===== src/rtl/gfm_pkg.sv =====
package gfm_pkg;

    typedef enum logic [0:0] {
        WIN_SHUT = 1'b0,
        WIN_OPEN = 1'b1
    } win_state_t;

    localparam logic [1:0] GSEL_PIN  = 2'b00;
    localparam logic       MODE_AND  = 1'b0;
    localparam logic       MODE_RISE = 1'b1;

endpackage


===== src/rtl/gfm_sync.sv =====
module gfm_sync #(
    parameter int W      = 1,
    parameter int STAGES = 2
) (
    input  logic         clk,
    input  logic         rst_n,
    input  logic [W-1:0] d,
    output logic [W-1:0] q
);

    logic [W-1:0] stage_q [STAGES];

    genvar s;
    generate
        for (s = 0; s < STAGES; s++) begin : g_stage
            if (s == 0) begin : g_first
                always_ff @(posedge clk or negedge rst_n) begin
                    if (!rst_n) stage_q[s] <= '0;
                    else        stage_q[s] <= d;
                end
            end else begin : g_rest
                always_ff @(posedge clk or negedge rst_n) begin
                    if (!rst_n) stage_q[s] <= '0;
                    else        stage_q[s] <= stage_q[s-1];
                end
            end
        end
    endgenerate

    assign q = stage_q[STAGES-1];

endmodule


===== src/rtl/gfm_window_fsm.sv =====
module gfm_window_fsm
    import gfm_pkg::*;
(
    input  logic clk,
    input  logic rst_n,
    input  logic gate_s,
    input  logic irq_both,
    output logic win_open,
    output logic win_close,
    output logic irq
);

    win_state_t state_q, state_d;
    logic       opening;
    logic       irq_q;

    // next-state logic
    always_comb begin
        state_d = state_q;
        unique case (state_q)
            WIN_SHUT: if (gate_s)  state_d = WIN_OPEN;
            WIN_OPEN: if (!gate_s) state_d = WIN_SHUT;
            default:               state_d = WIN_SHUT;
        endcase
    end

    // state register
    always_ff @(posedge clk or negedge rst_n) begin
        if (!rst_n) state_q <= WIN_SHUT;
        else        state_q <= state_d;
    end

    // outputs
    always_comb begin
        opening   = 1'b0;
        win_close = 1'b0;
        win_open  = 1'b0;
        unique case (state_q)
            WIN_SHUT: opening = gate_s;
            WIN_OPEN: begin
                win_open  = 1'b1;
                win_close = !gate_s;
            end
            default: ;
        endcase
    end

    always_ff @(posedge clk or negedge rst_n) begin
        if (!rst_n) irq_q <= 1'b0;
        else        irq_q <= win_close | (opening & irq_both);
    end

    assign irq = irq_q;

endmodule


===== src/rtl/gfm_edge_count.sv =====
module gfm_edge_count
    import gfm_pkg::*;
#(
    parameter int CNT_W = 18
) (
    input  logic             clk,
    input  logic             rst_n,
    input  logic             clr,
    input  logic             edge_mode,
    input  logic             meas_s,
    input  logic             gate_s,
    input  logic             win_open,
    input  logic             win_close,
    output logic [CNT_W-1:0] count,
    output logic             ovf
);

    localparam logic [CNT_W-1:0] CNT_ONE = CNT_W'(1);

    logic             meas_prev;
    logic             and_prev;
    logic             and_now;
    logic             inc;
    logic [CNT_W-1:0] count_q;
    logic             ovf_q;

    assign and_prev = meas_prev & win_open;
    assign and_now  = meas_s & gate_s;

    always_comb begin
        inc = 1'b0;
        unique case (edge_mode)
            MODE_AND:  inc = and_prev & !and_now;
            MODE_RISE: inc = win_close |
                             (win_open & gate_s & meas_s & !meas_prev);
            default:   inc = 1'b0;
        endcase
    end

    always_ff @(posedge clk or negedge rst_n) begin
        if (!rst_n) begin
            meas_prev <= 1'b0;
            count_q   <= '0;
            ovf_q     <= 1'b0;
        end else begin
            meas_prev <= meas_s;
            if (clr) begin
                count_q <= '0;
                ovf_q   <= 1'b0;
            end else if (inc) begin
                count_q <= count_q + CNT_ONE;
                if (&count_q) ovf_q <= 1'b1;
            end
        end
    end

    assign count = count_q;
    assign ovf   = ovf_q;

endmodule


===== src/rtl/gfm_counter.sv =====
module gfm_counter
    import gfm_pkg::*;
#(
    parameter int CNT_W       = 18,
    parameter int SYNC_STAGES = 2
) (
    input  logic             clk,
    input  logic             rst_n,
    input  logic             meas_in,
    input  logic             gate_pin,
    input  logic             gate_int,
    input  logic [1:0]       gate_sel,
    input  logic             edge_mode,
    input  logic             irq_both,
    input  logic             clr,
    output logic [CNT_W-1:0] count_q,
    output logic             ovf_flag,
    output logic             gate_lvl,
    output logic             irq
);

    logic       gate_raw;
    logic [1:0] sync_q;
    logic       meas_s;
    logic       gate_s;
    logic       win_open;
    logic       win_close;

    assign gate_raw = (gate_sel == GSEL_PIN) ? gate_pin : gate_int;

    gfm_sync #(.W(2), .STAGES(SYNC_STAGES)) u_sync (
        .clk   (clk),
        .rst_n (rst_n),
        .d     ({meas_in, gate_raw}),
        .q     (sync_q)
    );

    assign meas_s = sync_q[1];
    assign gate_s = sync_q[0];

    gfm_window_fsm u_fsm (
        .clk       (clk),
        .rst_n     (rst_n),
        .gate_s    (gate_s),
        .irq_both  (irq_both),
        .win_open  (win_open),
        .win_close (win_close),
        .irq       (irq)
    );

    gfm_edge_count #(.CNT_W(CNT_W)) u_cnt (
        .clk       (clk),
        .rst_n     (rst_n),
        .clr       (clr),
        .edge_mode (edge_mode),
        .meas_s    (meas_s),
        .gate_s    (gate_s),
        .win_open  (win_open),
        .win_close (win_close),
        .count     (count_q),
        .ovf       (ovf_flag)
    );

    assign gate_lvl = win_open;

endmodule


===== config.mk =====
export PLATFORM = sky130hd
export DESIGN_NAME = gfm_counter
export DESIGN_NICKNAME = d
export VERILOG_FILES = /design/src/rtl/gfm_pkg.sv /design/src/rtl/gfm_sync.sv /design/src/rtl/gfm_window_fsm.sv /design/src/rtl/gfm_edge_count.sv /design/src/rtl/gfm_counter.sv
export SDC_FILE = /design/constraint.sdc
export NUM_CORES = 1
export LEC_CHECK = 0
export BUFFER_PORTS_ARGS = -buffer_cell sky130_fd_sc_hd__buf_2
export CORE_ASPECT_RATIO = 0.75
export CORE_MARGIN = 4
export CORE_UTILIZATION = 38
export CTS_CLUSTER_DIAMETER = 80
export DETAILED_ROUTE_END_ITERATION = 7
export PLACE_DENSITY_LB_ADDON = 0.1
export SLEW_MARGIN = 20
export SYNTH_ARGS = -nofsm -noshare
export SYNTH_HDL_FRONTEND = slang
export SYNTH_SLANG_ARGS = --single-unit

===== constraint.sdc =====
create_clock -name clk -period 2.3 [get_ports clk]
set_clock_uncertainty 0.2 [all_clocks]
set_input_delay 0.46 -clock clk [delete_from_list [all_inputs] [get_ports clk]]
set_output_delay 0.46 -clock clk [all_outputs]
set_load 0.1 [all_outputs]

==> metrics.md <==
| Metric | Value |
|---|---|
| Run status | complete, but fails checks |
| Failing checks | negative hold slack |
| Xor/xnor share of the synthesized area | 0.680% |
| Vias | 1050 |
| Synthesized-area fraction occupied by adder cells | 0.972% |
| R2r endpoint | u_cnt.count[8] |
| Final design utilization | 46.2% |
| CP Launch Point | u_cnt.count[0] |
| Combinational power share | 12.2% |
| Number of synthesized flops with an enable pin | 0 |
| Layout cells sized above 1 | 35.6% |
| # Max-Cap Violations | 0 |
| Worst slew margin | 55.2% |
| Final ANT Viol Nets | 0 |
| DRC | 0 |
| Initial antenna violation count | 0 |
| CP required | 2290 ps |
| Mux cell area share after synthesis | 2.43% |
| GP Congestion | 0.770 |
| CTS root buf | clkbuf_8 |
| HPWL after DPL | 2050 µm |
| Post-Route WL | 2860 µm |
| Setup TNS | 0 ps |
| Yosys warning count | 0 |
| Sequential area share after synthesis | 50.5% |
| Syn Nets | 131 |
| Slew Limit Fails | 0 |
| R2r startpoint | u_cnt.count[0] |
| CTS tree | yes |
| Unique masters post-synth | 30 |
| R2R depth | 6 |
| Sinks on the clock net | 26 |
| Cells after Synth | 120 |
| Mean area per synthesized cell | 10.7 µm² |
| Core area | 3270 µm² |
| HP Class | in2async |
| Port Buffers | 30 |
| CTS resizes | 0 |
| Clk slew on worst S/H paths | 90 ps |
| Pwr/cell area | 586 nW/µm² |
| Initial Util | 39.4% |
| Asr flop ratio synth | 100% |
| Cell-internal power | 0.644 mW |
| All-Layer GR Usage | 13.8% |
| Max Freq | 485 MHz |
| Setup violations, final | 0 |
| Area contributors post-synth | dfrtp_1, a21oi_1, o31ai_1 |
| Die area | 4390 µm² |
| Post-Synth Simple-Gate Area | 22.0% |
| First-pass GRT wire length | 4610 µm |
| Pin count of the biggest net entering global routing | 27 |
| Final Hold Viols | 26 |
| Critical Path End Type | flip-flop |
| Cell taking the most area after synthesis | dfrtp_1 |
| Layout area overhead | 17.1% |
| Setup fix buffers added after clock tree synthesis | 0 |
| DR WL/cell | 15.1 µm |
| Synthesized flop and latch total | 26 |
| Critical Path Start Type | flip-flop |
| Sequential Power Share | 54.4% |
| Post-route minimum period | 2060 ps |
| Worst Hold Margin | -17.5 ps |
| Synth top area share | 50.5% |
| Switching Share | 27.0% |
| RSZ-0062 raised after global routing | false |
| Most used DFF post-synth | dfrtp_1 |
| Arr. time, crit path | 2050 ps |
| # hold bufs at CTS | 0 |
| Num rows | 18 |
| Synth Area in Compound Gates | 16.8% |
| Clk Latency, worst-skew pair | 270 ps |
| Design Area, Final | 1510 µm² |
| Pre-Repair DR Iteration Count | 4 |
| IO Pins | 31 |
| Die Wd | 75.2 µm |
| Synth Cell Area | 1290 µm² |
| Largest family of logic cells by synthesized area | simple AND/OR/NAND/NOR gates |
| Worst-margin pin slew | 672 ps |
| Total Power | 0.883 mW |
| Diode count | 0 |
| Worst R2R Setup Slack | 240 ps |
| Vias per cell | 5.56 |
| Psw | 0.239 mW |
| Crit Path Max Fanout | 8 |
| Final Cycle Share | 89.7% |
| Clk network pwr share | 33.3% |
| Die height | 58.4 µm |
| Total grt overflow | 0 |
| Worst VDD drop | 0.422 mV |
| Post-DP Area | 1450 µm² |
| H-tree depth | 1 |
| Leak Pwr | 0.659 nW |
| Final Net Count | 161 |
| Detailed Route Iter0 Violations | 79 |
| Num CTS Buffers | 3 |
| Crit path kind | reg2reg |
| CTS Buffer Depth | 2 |
| Vias in the first global route | 976 |
-- logic make-up after synthesis --
logic type / count (synthesis)
simple gates: 41
compound gates: 35
flops: 26
buf+inv: 13
mux: 3
xor+xnor: 1
fa+ha+maj: 1
-- worst max-delay path by stage --
stage                                  to
after floorplan           u_cnt.count[15]
after detailed placement   u_cnt.count[9]
final                      u_cnt.count[8]
after global routing       u_cnt.count[8]
after CTS                  u_cnt.count[8]
after global placement     u_cnt.count[5]
-- per-layer routing --
layer,up-vias,routed length [µm],GRT usage (%)
li1,514,-,-
met1,512,1340,18.2
met2,22,1370,22.2
met3,2,138,4.10
met4,0,17,3.49
met5,-,0,0
-- cell usage in the layout, fill, tap and decap left out --
cell type,synthesis,layout
a21oi_1,17,17
and2_2,1,1
and3_1,3,3
and4_1,2,2
buf_2,1,30
buf_4,1,2
clkbuf_8,0,4
dfrtp_1,26,16
dfrtp_2,0,10
ha_1,1,1
inv_1,6,6
mux2_2,1,1
mux2i_1,2,2
nand2_1,3,3
nand2_2,1,1
nand3_1,4,4
nand3_2,1,1
nand3b_1,1,1
nand4_1,3,3
nand4_2,1,1
nand4_4,1,1
nor2_1,3,3
o2111ai_1,1,1
o2111ai_2,1,1
o21ai_0,5,5
o31ai_1,11,11
or3_1,6,6
or4_1,11,11
xor2_1,1,1
-- synth_stat cells, types with 2 or more instances --
| master | n |
|---|---|
| a21oi_1 | 17 |
| and3_1 | 3 |
| and4_1 | 2 |
| buf_6 | 3 |
| dfrtp_1 | 26 |
| inv_1 | 6 |
| mux2i_1 | 2 |
| nand2_1 | 3 |
| nand3_1 | 4 |
| nand4_1 | 3 |
| nor2_1 | 3 |
| o21ai_0 | 5 |
| o31ai_1 | 11 |
| or3_1 | 6 |
| or4_1 | 11 |
-- area by class of cell --
type,instances,area [µm²]
Timing Repair Buffer,32,165
Multi-Input combinational cell,81,552
Clock buffer,4,55.1
Fill cell,317,1760
Tap cell,40,50.0
Inverter,6,22.5
Sequential cell,26,663
-- critical path, stage by stage (launching register included) --
cell       delay [ps]
dfrtp_2           420
ha_1              210
and3_1            170
o2111ai_1         230
buf_4             250
or3_1             340
a21oi_1           170
-- flip-flops by register name, summed over array words and instances (netlist names) --
name and flops:
u_cnt.ovf 1, u_sync.q 2, u_fsm.irq 1, u_sync.stage_q 2
u_fsm.state_q 1, u_cnt.count 18, u_cnt.meas_prev 1
-- stage by stage --
stage          instances  setup WS [ps]
2_1_floorplan        120           6.59
3_3_place_gp         185            213
3_5_place_dp         185            146
4_1_cts              189            222
5_1_grt              189            114
6_report             189            238
-- power groups by stage --
stage	sequential, mW	clock [mW]	combinational [mW]
after global placement	0.489	0	0.107
after CTS	0.481	0.309	0.110
after floorplan	0.538	0	0.0327
after global routing	0.483	0.318	0.116
final	0.481	0.294	0.108
after detailed placement	0.490	0	0.110
Power figures use the tool's default switching activity.
